--- src/rtl/irq_pkg.sv ---
package irq_pkg;
  localparam int unsigned REG_W = 32;
  localparam int unsigned EVT_W = 20;
  localparam int unsigned GPIO_W = 4;

  localparam int unsigned B_BUS_INT  = 20;
  localparam int unsigned B_TXQ      = 21;
  localparam int unsigned B_RXQ      = 22;
  localparam int unsigned B_SOFT     = 23;
  localparam int unsigned B_TIMER    = 24;
  localparam int unsigned B_SUMMARY  = 25;
  localparam int unsigned B_RSVD     = 26;
  localparam int unsigned B_WRAP     = 27;
  localparam int unsigned B_GPIO_LO  = 28;

  typedef enum logic [1:0] {K_EVENT, K_LEVEL, K_FIXED} bit_kind_e;

  function automatic bit_kind_e kind_of(int unsigned b);
    if (b >= B_GPIO_LO || b == B_BUS_INT) return K_LEVEL;
    if (b == B_SUMMARY || b == B_RSVD)    return K_FIXED;
    return K_EVENT;
  endfunction

  function automatic logic [REG_W-1:0] clr_mask();
    logic [REG_W-1:0] m;
    for (int i = 0; i < REG_W; i++) m[i] = (kind_of(i) == K_EVENT);
    return m;
  endfunction

  // summary covers 24:16 and 7:1
  localparam logic [REG_W-1:0] SUM_MASK = 32'h01FF_00FE;
  localparam logic [REG_W-1:0] CLR_MASK = clr_mask();
endpackage

--- src/rtl/irq_bit_cell.sv ---
module irq_bit_cell
  import irq_pkg::*;
#(
  parameter bit_kind_e KIND = K_EVENT
) (
  input  logic clk_i,
  input  logic rst_ni,
  input  logic in_i,
  input  logic clr_i,
  output logic q_o
);
  localparam logic STICKY = (KIND == K_EVENT);

  // set has priority over clear; non-sticky bits follow in_i
  always_ff @(posedge clk_i or negedge rst_ni) begin
    if (!rst_ni) q_o <= 1'b0;
    else         q_o <= in_i | (q_o & ~clr_i & STICKY);
  end

  generate
    if (KIND == K_EVENT) begin : g_evt_chk
      a_r10_set_wins: assert property (@(posedge clk_i) disable iff (!rst_ni)
        in_i |=> q_o);
      a_r3_clear: assert property (@(posedge clk_i) disable iff (!rst_ni)
        (clr_i && !in_i) |=> !q_o);
      a_r9_sticky: assert property (@(posedge clk_i) disable iff (!rst_ni)
        (!in_i && !clr_i) |=> $stable(q_o));
    end else if (KIND == K_LEVEL) begin : g_lvl_chk
      a_r5_mirror: assert property (@(posedge clk_i) disable iff (!rst_ni)
        1'b1 |=> (q_o == $past(in_i)));
    end
  endgenerate
endmodule

--- src/rtl/irq_reg_if.sv ---
module irq_reg_if
  import irq_pkg::*;
#(
  parameter int unsigned ADDR_W    = 8,
  parameter logic [ADDR_W-1:0] STAT_ADDR = 'h80,
  parameter logic [ADDR_W-1:0] EN_ADDR   = 'h84,
  parameter logic [ADDR_W-1:0] CTRL_ADDR = 'h88
) (
  input  logic              clk_i,
  input  logic              rst_ni,
  input  logic              rd_i,
  input  logic              wr_i,
  input  logic [ADDR_W-1:0] addr_i,
  input  logic [REG_W-1:0]  wdata_i,
  input  logic [REG_W-1:0]  stat_view_i,
  output logic [REG_W-1:0]  clr_o,
  output logic              soft_set_o,
  output logic [REG_W-1:0]  en_o,
  output logic              gie_o,
  output logic [REG_W-1:0]  rdata_o
);
  logic rd_stat, wr_stat, wr_en, wr_ctrl;

  assign rd_stat = rd_i && (addr_i == STAT_ADDR);
  assign wr_stat = wr_i && (addr_i == STAT_ADDR);
  assign wr_en   = wr_i && (addr_i == EN_ADDR);
  assign wr_ctrl = wr_i && (addr_i == CTRL_ADDR);

  assign clr_o      = CLR_MASK & ({REG_W{rd_stat}} | (wr_stat ? wdata_i : '0));
  assign soft_set_o = wr_ctrl & wdata_i[0];

  always_ff @(posedge clk_i or negedge rst_ni) begin
    if (!rst_ni) begin
      en_o  <= '0;
      gie_o <= 1'b0;
    end else begin
      if (wr_en)   en_o  <= wdata_i;
      if (wr_ctrl) gie_o <= wdata_i[1];
    end
  end

  always_ff @(posedge clk_i or negedge rst_ni) begin
    if (!rst_ni) begin
      rdata_o <= '0;
    end else if (rd_i) begin
      unique case (addr_i)
        STAT_ADDR: rdata_o <= stat_view_i;
        EN_ADDR:   rdata_o <= en_o;
        CTRL_ADDR: rdata_o <= {{(REG_W-2){1'b0}}, gie_o, 1'b0};
        default:   rdata_o <= '0;
      endcase
    end
  end

  a_r3_read_old: assert property (@(posedge clk_i) disable iff (!rst_ni)
    rd_stat |=> (rdata_o == $past(stat_view_i)));
  a_r11_en_write: assert property (@(posedge clk_i) disable iff (!rst_ni)
    wr_en |=> (en_o == $past(wdata_i)));
endmodule

--- src/rtl/irq_merge.sv ---
module irq_merge
  import irq_pkg::*;
(
  input  logic             clk_i,
  input  logic             rst_ni,
  input  logic [REG_W-1:0] status_i,
  input  logic [REG_W-1:0] en_i,
  input  logic             gie_i,
  output logic [REG_W-1:0] view_o,
  output logic             irq_o
);
  logic summary;

  assign summary = |(status_i & SUM_MASK);
  assign view_o  = status_i | (REG_W'(summary) << B_SUMMARY);
  assign irq_o   = gie_i & |(view_o & en_i);

  a_r2_needs_gie: assert property (@(posedge clk_i) disable iff (!rst_ni)
    irq_o |-> gie_i);
  a_r7_rsvd_zero: assert property (@(posedge clk_i) disable iff (!rst_ni)
    !view_o[B_RSVD]);
endmodule

--- src/rtl/irq_status_ctrl.sv ---
module irq_status_ctrl
  import irq_pkg::*;
#(
  parameter int unsigned ADDR_W = 8,
  parameter logic [ADDR_W-1:0] STAT_ADDR = 'h80,
  parameter logic [ADDR_W-1:0] EN_ADDR   = 'h84,
  parameter logic [ADDR_W-1:0] CTRL_ADDR = 'h88
) (
  input  logic              clk_i,
  input  logic              rst_ni,
  input  logic              rd_i,
  input  logic              wr_i,
  input  logic [ADDR_W-1:0] addr_i,
  input  logic [31:0]       wdata_i,
  output logic [31:0]       rdata_o,
  input  logic [19:0]       evt_i,
  input  logic              txq_low_i,
  input  logic              rxq_low_i,
  input  logic              timer_zero_i,
  input  logic              stat_wrap_i,
  input  logic              bus_int_i,
  input  logic [3:0]        gpio_i,
  output logic              irq_o
);
  logic [REG_W-1:0] in_vec, clr_vec, status_q, view, en_q;
  logic             soft_set, gie_q;

  always_comb begin
    in_vec                           = '0;
    in_vec[EVT_W-1:0]                = evt_i;
    in_vec[B_BUS_INT]                = bus_int_i;
    in_vec[B_TXQ]                    = txq_low_i;
    in_vec[B_RXQ]                    = rxq_low_i;
    in_vec[B_SOFT]                   = soft_set;
    in_vec[B_TIMER]                  = timer_zero_i;
    in_vec[B_WRAP]                   = stat_wrap_i;
    in_vec[B_GPIO_LO +: GPIO_W]      = gpio_i;
  end

  irq_reg_if #(
    .ADDR_W(ADDR_W), .STAT_ADDR(STAT_ADDR), .EN_ADDR(EN_ADDR), .CTRL_ADDR(CTRL_ADDR)
  ) u_reg_if (
    .clk_i, .rst_ni, .rd_i, .wr_i, .addr_i, .wdata_i,
    .stat_view_i (view),
    .clr_o       (clr_vec),
    .soft_set_o  (soft_set),
    .en_o        (en_q),
    .gie_o       (gie_q),
    .rdata_o
  );

  for (genvar i = 0; i < REG_W; i++) begin : g_bit
    irq_bit_cell #(.KIND(kind_of(i))) u_cell (
      .clk_i, .rst_ni,
      .in_i  (in_vec[i]),
      .clr_i (clr_vec[i]),
      .q_o   (status_q[i])
    );
  end

  irq_merge u_merge (
    .clk_i, .rst_ni,
    .status_i (status_q),
    .en_i     (en_q),
    .gie_i    (gie_q),
    .view_o   (view),
    .irq_o
  );

  a_r8_soft_sets: assert property (@(posedge clk_i) disable iff (!rst_ni)
    (wr_i && addr_i == CTRL_ADDR && wdata_i[0]) |=> view[B_SOFT]);
  a_r12_unmapped_rd: assert property (@(posedge clk_i) disable iff (!rst_ni)
    (rd_i && addr_i != STAT_ADDR && addr_i != EN_ADDR && addr_i != CTRL_ADDR)
      |=> (rdata_o == '0));
endmodule

--- config.mk ---
export PLATFORM = sky130hd
export DESIGN_NAME = irq_status_ctrl
export DESIGN_NICKNAME = d
export VERILOG_FILES = /design/src/rtl/irq_pkg.sv /design/src/rtl/irq_bit_cell.sv /design/src/rtl/irq_reg_if.sv /design/src/rtl/irq_merge.sv /design/src/rtl/irq_status_ctrl.sv
export SDC_FILE = /design/constraint.sdc
export NUM_CORES = 1
export LEC_CHECK = 0
export ABC_CLOCK_PERIOD_IN_PS = 2800
export BUFFER_PORTS_ARGS = -buffer_cell sky130_fd_sc_hd__clkbuf_2
export CORE_MARGIN = 2
export CORE_UTILIZATION = 45
export DETAILED_ROUTE_END_ITERATION = 12
export PLACE_DENSITY = 0.68
export SYNTH_ARGS = -nofsm -noshare
export SYNTH_HDL_FRONTEND = slang
export SYNTH_HIERARCHICAL = 1
export SYNTH_SLANG_ARGS = --single-unit
--- constraint.sdc ---
create_clock -name clk_i -period 2.8 [get_ports clk_i]
set_clock_uncertainty 0.2 [all_clocks]
set_input_delay 0.56 -clock clk_i [delete_from_list [all_inputs] [get_ports clk_i]]
set_output_delay 0.56 -clock clk_i [all_outputs]
set_load 0.05 [all_outputs]
==> impl_metrics.json, run 1 <==
{
  "portBuffers": 105,
  "max_clock_freq_mhz": 345.0,
  "synthesis.instances": 422,
  "worst_path_dominant_cell_family": "compound AO/OA/AOI/OAI gates",
  "grt.overflow.total": 0,
  "drt.antenna.violating_nets": 0,
  "final_core_utilization": 0.5353,
  "postLayoutCellArea_um2": 5527,
  "critical_path.max_fanout": 2,
  "hold_viol_final": 0,
  "timing.critical_path.arrival_ns": 2.14,
  "power.combinational.fraction": 0.101,
  "power.share.clock": 0.388,
  "placement_rows": 37,
  "post_route_cells_drive_above_1_share": 0.4130,
  "avgViaCountPerCell": 5.370,
  "internal-power_uw": 2176,
  "path_class": "register to output pin",
  "half_perimeter_wire_length_of_the_detailed_placement_result_um": 8281,
  "setup_tns_ns": -0.09867,
  "gp_routability_congestion": 0.8246,
  "synthToLayoutAreaGrowth_pct": 15.96,
  "synthesis.yosys.warnings": 6,
  "r2r.worst_path.cells": 6,
  "crit_path_start_kind": "register",
  "worst-path-buf-inv": 1,
  "max_cap_violations": 0,
  "regToRegStartpoint": "g_bit[16].u_cell/q_o",
  "clock_insertion_delay_worst_skew_ns": 0.37,
  "power.static_leakage_uw": 0.002519,
  "tritoncts_clock_tree": "built",
  "timing.hold.worst.class": "primary input to register",
  "post_synth.cell_area_avg_um2": 11.29,
  "post_route_fraction_of_the_period_consumed_by_the_critical_path": 1.035,
  "critPathSlowestCell": "sky130_fd_sc_hd__dfrtp_1",
  "powerDensity_nw_per_um2": 515.2,
  "clk_transition_reported_paths_ns": 0.09,
  "detailroute.via_count": 3453,
  "cts.sink_count": 97,
  "total_switching_power_uw": 671.1,
  "drt_drc_violations_left": 0,
  "finalWirelength_um": 11800,
  "crit_start": "g_bit[16].u_cell/q_o",
  "worst_slew_pin_slew_ns": 0.6055,
  "mostFrequentLayoutCell": "sky130_fd_sc_hd__clkbuf_2",
  "post_synth_instance_area_um2": 4766,
  "grt_pass1_wl_um": 18350,
  "failed_checks": "negative setup slack",
  "final.setup.worst_slack_ns": -0.09867,
  "first_iter_violations": 162,
  "critPathCapture": "irq_o",
  "outcome": "finished, violations left",
  "worst_ir_drop_vdd_mv": 0.3264,
  "antenna_violations_before_repair": 1,
  "r2r_end": "u_reg_if/rdata_o[25]",
  "h-tree-depth": 3,
  "layout_min_cycle_time_ns": 2.899,
  "critPathMaxStageDelay_ns": 0.41,
  "via_count_of_the_first_global_routing_pass": 3408,
  "coreArea_um2": 10320,
  "grt_util_all_layers": 0.2134,
  "grt_start_max_net_pins": 57,
  "layout_common_cells": "sky130_fd_sc_hd__clkbuf_2, sky130_fd_sc_hd__dfrtp_1, sky130_fd_sc_hd__mux2_2",
  "slew_headroom": 0.5964,
  "placedInstanceArea_um2": 5196,
  "die_x_um": 106.9,
  "num-nets-final": 574,
  "crit_path_cell_trace": "nor4_2 > nand4_1 > o41a_1 > o41a_1 > clkbuf_8",
  "drv_slew": 0,
  "finalPower_uw": 2848,
  "max-clock-path-buffers": 2,
  "root_buffer_master": "sky130_fd_sc_hd__clkbuf_8",
  "floorplan.initialDensity": 0.4616,
  "timing.critical_path.required_ns": 2.04,
  "crit_cells": 5,
  "seqPwrFrac": 0.511,
  "floorplan.die_area_um2": 11430,
  "switching_share": 0.2357,
  "drt-pass1-iter-count": 4,
  "cts_made_buffers": 9,
  "die-height_um": 106.9,
  "detail_route.wl_per_cell_um": 18.35,
  "grt_setup_unrepaired": "true",
  "most_frequent_cell_on_critical_path": "sky130_fd_sc_hd__o41a_1",
  "end_kind": "output pin",
  "regToRegSetupSlack_ns": 0.62,
  "boundaryPins": 106,
  "final_report_setup_violation_count": 1
}
## final cells by class
class                           instances  area (um^2)
Antenna cell                            1        2.502
Clock buffer                           11        141.4
Clock inverter                          5        102.6
Fill cell                             914         4797
Inverter                               26        97.59
Multi-Input combinational cell        243         1877
Sequential cell                        97         2429
Tap cell                              136        170.2
Timing Repair Buffer                  124        706.9
## stage by stage
step	hold WS, ns	worst slack [ns]	instances
after floorplan	0.06441	0.3049	423
after global placement	0.2686	0.1675	619
after detailed placement	0.2766	0.1177	619
after CTS	0.07356	-0.1455	637
after global routing	0.06066	-0.1386	643
final	0.08704	-0.09867	643
## per-layer routing
| layer | wire length (um) | track usage | up-vias |
|---|---|---|---|
| li1 | - | - | 1614 |
| met1 | 5243 | 0.2873 | 1721 |
| met2 | 5773 | 0.3385 | 104 |
| met3 | 578 | 0.05289 | 14 |
| met4 | 205 | 0.07236 | 0 |
| met5 | 0 | 0 | - |
## timing repair
action                                  4_1_cts  5_1_grt
pin swaps                                     1        2
buffers inserted                              1        5
hold endpoints to repair                     25        0
resized for setup                             4        2
hold buffers                                  1        0
endpoints found under the setup margin        1        1
## worst min-delay path by stage
stage / from / end / slack (ns) / cells past startpoint
floorplan: rst_ni / g_bit[0].u_cell/q_o / 0.06 / 0
global placement: u_reg_if/rdata_o[13] / u_reg_if/rdata_o[13] / 0.27 / 1
detailed placement: u_reg_if/rdata_o[2] / u_reg_if/rdata_o[2] / 0.28 / 1
CTS: bus_int_i / g_bit[20].u_cell/q_o / 0.07 / 1
global route: bus_int_i / g_bit[20].u_cell/q_o / 0.06 / 1
finish: bus_int_i / g_bit[20].u_cell/q_o / 0.09 / 1
## sequential cells by signal (all words and copies together), names as in the netlist
register,flops
u_reg_if/rdata_o,32
u_reg_if/gie_o,1
u_reg_if/en_o,32
g_bit.u_cell/q_o,32
## power by group through the flow
stage / Clock [uW] / Combinational (uW) / Sequential [uW]
4_1_cts: 1130 / 286 / 1460
3_3_place_gp: 0 / 278 / 1480
3_5_place_dp: 0 / 282 / 1480
6_report: 1100 / 287 / 1460
5_1_grt: 1190 / 315 / 1460
2_1_floorplan: 0 / 152 / 1480
Power figures use the tool's default switching activity.
==> inputs of run 2 (changes only) <==
ABC_CLOCK_PERIOD_IN_PS = 2870   (was 2800)
TNS_END_PERCENT = 30   (was unset)
clock period = 2.87 ns   (was 2.8 ns; I/O delays follow)
==> impl_metrics.json, run 2 (synthesis results as in run 1) <==
{
  "worst_ir_drop_vdd_mv": 0.2414,
  "coreArea_um2": 10320,
  "post_route_fraction_of_the_period_consumed_by_the_critical_path": 1.019,
  "gp_routability_congestion": 0.8249,
  "layout_min_cycle_time_ns": 2.924,
  "drt.antenna.violating_nets": 0,
  "r2r.worst_path.cells": 6,
  "worst_slew_pin_slew_ns": 0.6074,
  "postLayoutCellArea_um2": 5477,
  "drt-pass1-iter-count": 4,
  "num-nets-final": 568,
  "die_x_um": 106.9,
  "grt.overflow.total": 0,
  "layout_common_cells": "sky130_fd_sc_hd__clkbuf_2, sky130_fd_sc_hd__dfrtp_1, sky130_fd_sc_hd__mux2_2",
  "crit_path_start_kind": "register",
  "max_cap_violations": 0,
  "finalWirelength_um": 11670,
  "r2r_end": "u_reg_if/rdata_o[25]",
  "failed_checks": "negative setup slack",
  "die-height_um": 106.9,
  "crit_path_cell_trace": "nor4_4 > nand4_1 > o41a_1 > o41a_1 > buf_8",
  "clock_insertion_delay_worst_skew_ns": 0.36,
  "power.static_leakage_uw": 0.002510,
  "regToRegStartpoint": "g_bit[4].u_cell/q_o",
  "portBuffers": 105,
  "avgViaCountPerCell": 5.369,
  "placedInstanceArea_um2": 5189,
  "synthToLayoutAreaGrowth_pct": 14.91,
  "grt_pass1_wl_um": 18640,
  "setup_tns_ns": -0.05404,
  "h-tree-depth": 3,
  "timing.hold.worst.class": "primary input to register",
  "mostFrequentLayoutCell": "sky130_fd_sc_hd__clkbuf_2",
  "max_clock_freq_mhz": 342.0,
  "floorplan.initialDensity": 0.4616,
  "max-clock-path-buffers": 2,
  "diodes": 0,
  "half_perimeter_wire_length_of_the_detailed_placement_result_um": 8204,
  "drt_drc_violations_left": 0,
  "root_buffer_master": "sky130_fd_sc_hd__clkbuf_8",
  "floorplan.die_area_um2": 11430,
  "post_route_cells_drive_above_1_share": 0.4060,
  "outcome": "finished, violations left",
  "fillers": 941,
  "tritoncts_clock_tree": "built",
  "first_iter_violations": 146,
  "holdCritStartpoint": "gpio_i[2]",
  "final_report_setup_violation_count": 1,
  "timing.critical_path.arrival_ns": 2.15,
  "detail_route.wl_per_cell_um": 18.35,
  "via_count_of_the_first_global_routing_pass": 3529,
  "path_class": "register to output pin",
  "clk_transition_reported_paths_ns": 0.10,
  "hold_ws_ns": 0.1071,
  "boundaryPins": 106,
  "grt_util_all_layers": 0.2140,
  "hold_depth": 1,
  "final_core_utilization": 0.5305,
  "final.setup.worst_slack_ns": -0.05404,
  "slew_headroom": 0.5951,
  "hold_end": "g_bit[30].u_cell/q_o",
  "critPathMaxStageDelay_ns": 0.45,
  "drv_slew": 0,
  "placement_rows": 37,
  "timing.critical_path.required_ns": 2.10,
  "end_kind": "output pin",
  "antenna_violations_before_repair": 0,
  "critPathSlowestCell": "sky130_fd_sc_hd__dfrtp_2",
  "critical_path.max_fanout": 2,
  "regToRegSetupSlack_ns": 0.68,
  "most_frequent_cell_on_critical_path": "sky130_fd_sc_hd__o41a_1",
  "detailedPlace.worstSlack_ns": 0.2111,
  "largestRegisters": "g_bit.u_cell/q_o x32, u_reg_if/en_o x32, u_reg_if/rdata_o x32",
  "cts.sink_count": 97,
  "hold_viol_final": 0,
  "grt_setup_unrepaired": "true",
  "cts_made_buffers": 9,
  "grt_start_max_net_pins": 57,
  "detailroute.via_count": 3415,
  "powerDensity_nw_per_um2": 497.7
}
[run 2: critical path: cells and delay by family, from the launching register on]
kind / cells / cell delay, ns
buffers and inverters: 1 / 0.17
and+or+nand+nor: 2 / 0.45
AOI/OAI and AO/OA: 2 / 0.71
DFF: 1 / 0.45
[run 2: worst max-delay path by stage]
stage | startpoint | endpoint | cells after the start
global placement | g_bit[16].u_cell/q_o | irq_o | 5
floorplan | addr_i[1] | g_bit[10].u_cell/q_o | 7
global route | u_reg_if/en_o[14] | irq_o | 4
CTS | g_bit[4].u_cell/q_o | irq_o | 5
detailed placement | g_bit[16].u_cell/q_o | irq_o | 5
finish | g_bit[4].u_cell/q_o | irq_o | 5
[run 2: where the power goes]
group | internal (uW) | switching [uW]
Clock | 545 | 485
Combinational | 124 | 151
Sequential | 1400 | 24.6
[run 2: metrics by stage]
stage	power, uW	cells
detailed placement	1721	618
global route	2842	636
floorplan	1592	423
global placement	1717	618
finish	2726	636
CTS	2751	636
[run 2: routing by layer]
metal,share of wire,routed length (um),global-route usage,vias to the layer above
li1,-,-,-,1596
met1,0.45,5234,0.2898,1683
met2,0.48,5553,0.3426,121
met5,0,0,0,-
met4,0.013,152,0.06030,0
met3,0.062,729,0.05410,15
[run 2: cell type report]
class | instances | area (um^2) | area share
clock buffer | 11 | 151.4 | 0.02764
timing repair buffer | 118 | 663.1 | 0.1211
tap | 136 | 170.2 | 0.03107
sequential | 97 | 2429 | 0.4435
clock inverter | 5 | 86.33 | 0.01576
inverter | 26 | 97.59 | 0.01782
multi-input combinational | 243 | 1879 | 0.3432
[run 2: timing repair]
| item | in CTS | in global routing |
|---|---|---|
| buffers inserted | 1 | 0 |
| pin swaps | 2 | 2 |
| gates resized for setup | 6 | 1 |
| endpoints found under the hold margin | 24 | 0 |
| hold buffers | 1 | 0 |
| endpoints found under the setup margin | 1 | 1 |
==> inputs of run 3 (changes only) <==
CORE_MARGIN = 1   (was 2)
RECOVER_POWER = 100   (was unset)
SKIP_CTS_REPAIR_TIMING = 1   (was unset)
==> impl_metrics.json, run 3 (synthesis results as in run 1) <==
{
  "max-clock-path-buffers": 2,
  "cts.sink_count": 97,
  "hold_end": "g_bit[20].u_cell/q_o",
  "fillers": 976,
  "drt_drc_violations_left": 0,
  "grt_pass1_wl_um": 19010,
  "grt.overflow.total": 0,
  "switching_share": 0.2418,
  "area_taken_by_multi_input_logic_gates_um2": 1843,
  "floorplan.initialDensity": 0.4637,
  "area.sequential_um2": 2427,
  "tritoncts_clock_tree": "built",
  "fin_cells": 634,
  "max_cap_violations": 0,
  "seqPwrFrac": 0.532,
  "r2r.worst_path.cells": 6,
  "timing.critical_path.required_ns": 2.10,
  "die-height_um": 104.9,
  "final_report_setup_violation_count": 1,
  "portBuffers": 105,
  "path_class": "register to output pin",
  "regToRegStartpoint": "g_bit[16].u_cell/q_o",
  "via_count_of_the_first_global_routing_pass": 3570,
  "hold_depth": 1,
  "power.combinational.fraction": 0.102,
  "diodes": 0,
  "regToRegSetupSlack_ns": 0.61,
  "worst_ir_drop_vdd_mv": 0.2637,
  "num-nets-final": 567,
  "timing.critical_path.arrival_ns": 2.17,
  "r2r_end": "u_reg_if/rdata_o[25]",
  "largestRegisters": "g_bit.u_cell/q_o x32, u_reg_if/en_o x32, u_reg_if/rdata_o x32",
  "post_route_cells_drive_above_1_share": 0.3213,
  "layout_common_cells": "sky130_fd_sc_hd__dfrtp_1, sky130_fd_sc_hd__clkbuf_2, sky130_fd_sc_hd__mux2_2",
  "first_iter_violations": 145,
  "boundaryPins": 106,
  "post_route_fraction_of_the_period_consumed_by_the_critical_path": 1.025,
  "avgViaCountPerCell": 5.379,
  "clock_insertion_delay_worst_skew_ns": 0.36,
  "total_switching_power_uw": 645.2,
  "drt-pass1-iter-count": 5,
  "detailedPlace.worstSlack_ns": 0.1798,
  "h-tree-depth": 3,
  "placement_rows": 37,
  "hold_viol_final": 0,
  "cts_made_buffers": 9,
  "layout_min_cycle_time_ns": 2.943,
  "root_buffer_master": "sky130_fd_sc_hd__clkbuf_8",
  "slew_headroom": 0.3524,
  "antenna_violations_before_repair": 0,
  "internal-power_uw": 2024,
  "detail_route.wl_per_cell_um": 18.51,
  "powerDensity_nw_per_um2": 501.4,
  "grt_setup_unrepaired": "true",
  "grt_util_all_layers": 0.2275,
  "holdCritStartpoint": "bus_int_i",
  "die_x_um": 104.9,
  "end_kind": "output pin",
  "detailroute.via_count": 3410,
  "synthToLayoutAreaGrowth_pct": 11.68,
  "failed_checks": "negative setup slack",
  "outcome": "finished, violations left",
  "clk_transition_reported_paths_ns": 0.09,
  "final.setup.worst_slack_ns": -0.07250,
  "timing.hold.worst.class": "primary input to register",
  "half_perimeter_wire_length_of_the_detailed_placement_result_um": 8128,
  "mostFrequentLayoutCell": "sky130_fd_sc_hd__dfrtp_1",
  "drt.antenna.violating_nets": 0,
  "gp_routability_congestion": 0.7893,
  "finalWirelength_um": 11740,
  "worst_slew_pin_slew_ns": 0.9713,
  "power.static_leakage_uw": 0.002329,
  "grt_start_max_net_pins": 62,
  "drv_slew": 0,
  "coreArea_um2": 10280,
  "crit_path_start_kind": "register",
  "placed_cells_incl_taps": 618,
  "power.share.clock": 0.367,
  "max_clock_freq_mhz": 339.8,
  "critical_path.max_fanout": 3,
  "floorplan.die_area_um2": 11010
}
## run 3: cell count changes in the layout (fill, tap and decap cells not counted), sizes merged
cell / change
clkinv: -1
clkinvlp: +2
inv: -1
buf: -8
clkbuf: +6
## run 3: critical path, stage by stage, from the launching register on
cell and delay [ns]:
sky130_fd_sc_hd__dfrtp_1 0.41, sky130_fd_sc_hd__a222oi_1 0.60, sky130_fd_sc_hd__nand4_1 0.16, sky130_fd_sc_hd__o41a_1 0.47
sky130_fd_sc_hd__buf_6 0.17
## run 3: worst max-delay path by stage
stage,to,cells past startpoint,slack (ns),from
finish,irq_o,4,-0.07,u_reg_if/en_o[14]
global route,irq_o,4,-0.15,u_reg_if/en_o[14]
CTS,irq_o,5,-0.23,g_bit[16].u_cell/q_o
detailed placement,irq_o,5,0.18,g_bit[16].u_cell/q_o
global placement,irq_o,5,0.20,g_bit[16].u_cell/q_o
floorplan,g_bit[10].u_cell/q_o,7,0.36,addr_i[1]
## run 3: layout make-up
class                   count  area share
multi-input cells         243      0.3463
inverters                  26     0.01834
repair buffers            117      0.1065
clock inverters             5     0.01504
clock buffers              10     0.02586
well taps                 136     0.03197
flip-flops and latches     97      0.4560
## run 3: stage by stage
step / utilization / hold WS, ns / setup TNS [ns] / total power [uW] / area [um^2]
2_1_floorplan: - / 0.07841 / 0 / 1592 / 4770
3_3_place_gp: 0.5061 / 0.2750 / 0 / 1719 / 5201
3_5_place_dp: 0.5061 / 0.2725 / 0 / 1724 / 5201
4_1_cts: 0.5273 / -0.01274 / -0.2257 / 2701 / 5419
5_1_grt: 0.5179 / 0.08891 / -0.1576 / 2774 / 5323
6_report: 0.5179 / 0.1094 / -0.07250 / 2669 / 5323
## run 3: layer usage
metal / share of wire / vias up / track usage
met1: 0.46 / 1694 / 0.3120
met5: 0 / - / 0
met2: 0.46 / 107 / 0.3519
met4: 0.020 / 0 / 0.09155
met3: 0.054 / 17 / 0.04803
li1: - / 1592 / -
## run 3: power by group through the flow
stage / Combinational [uW] / Sequential, uW / Clock, uW
after detailed placement: 278 / 1450 / 0
after global routing: 298 / 1420 / 1050
after floorplan: 148 / 1440 / 0
after global placement: 274 / 1440 / 0
after CTS: 279 / 1420 / 1000
final: 271 / 1420 / 979
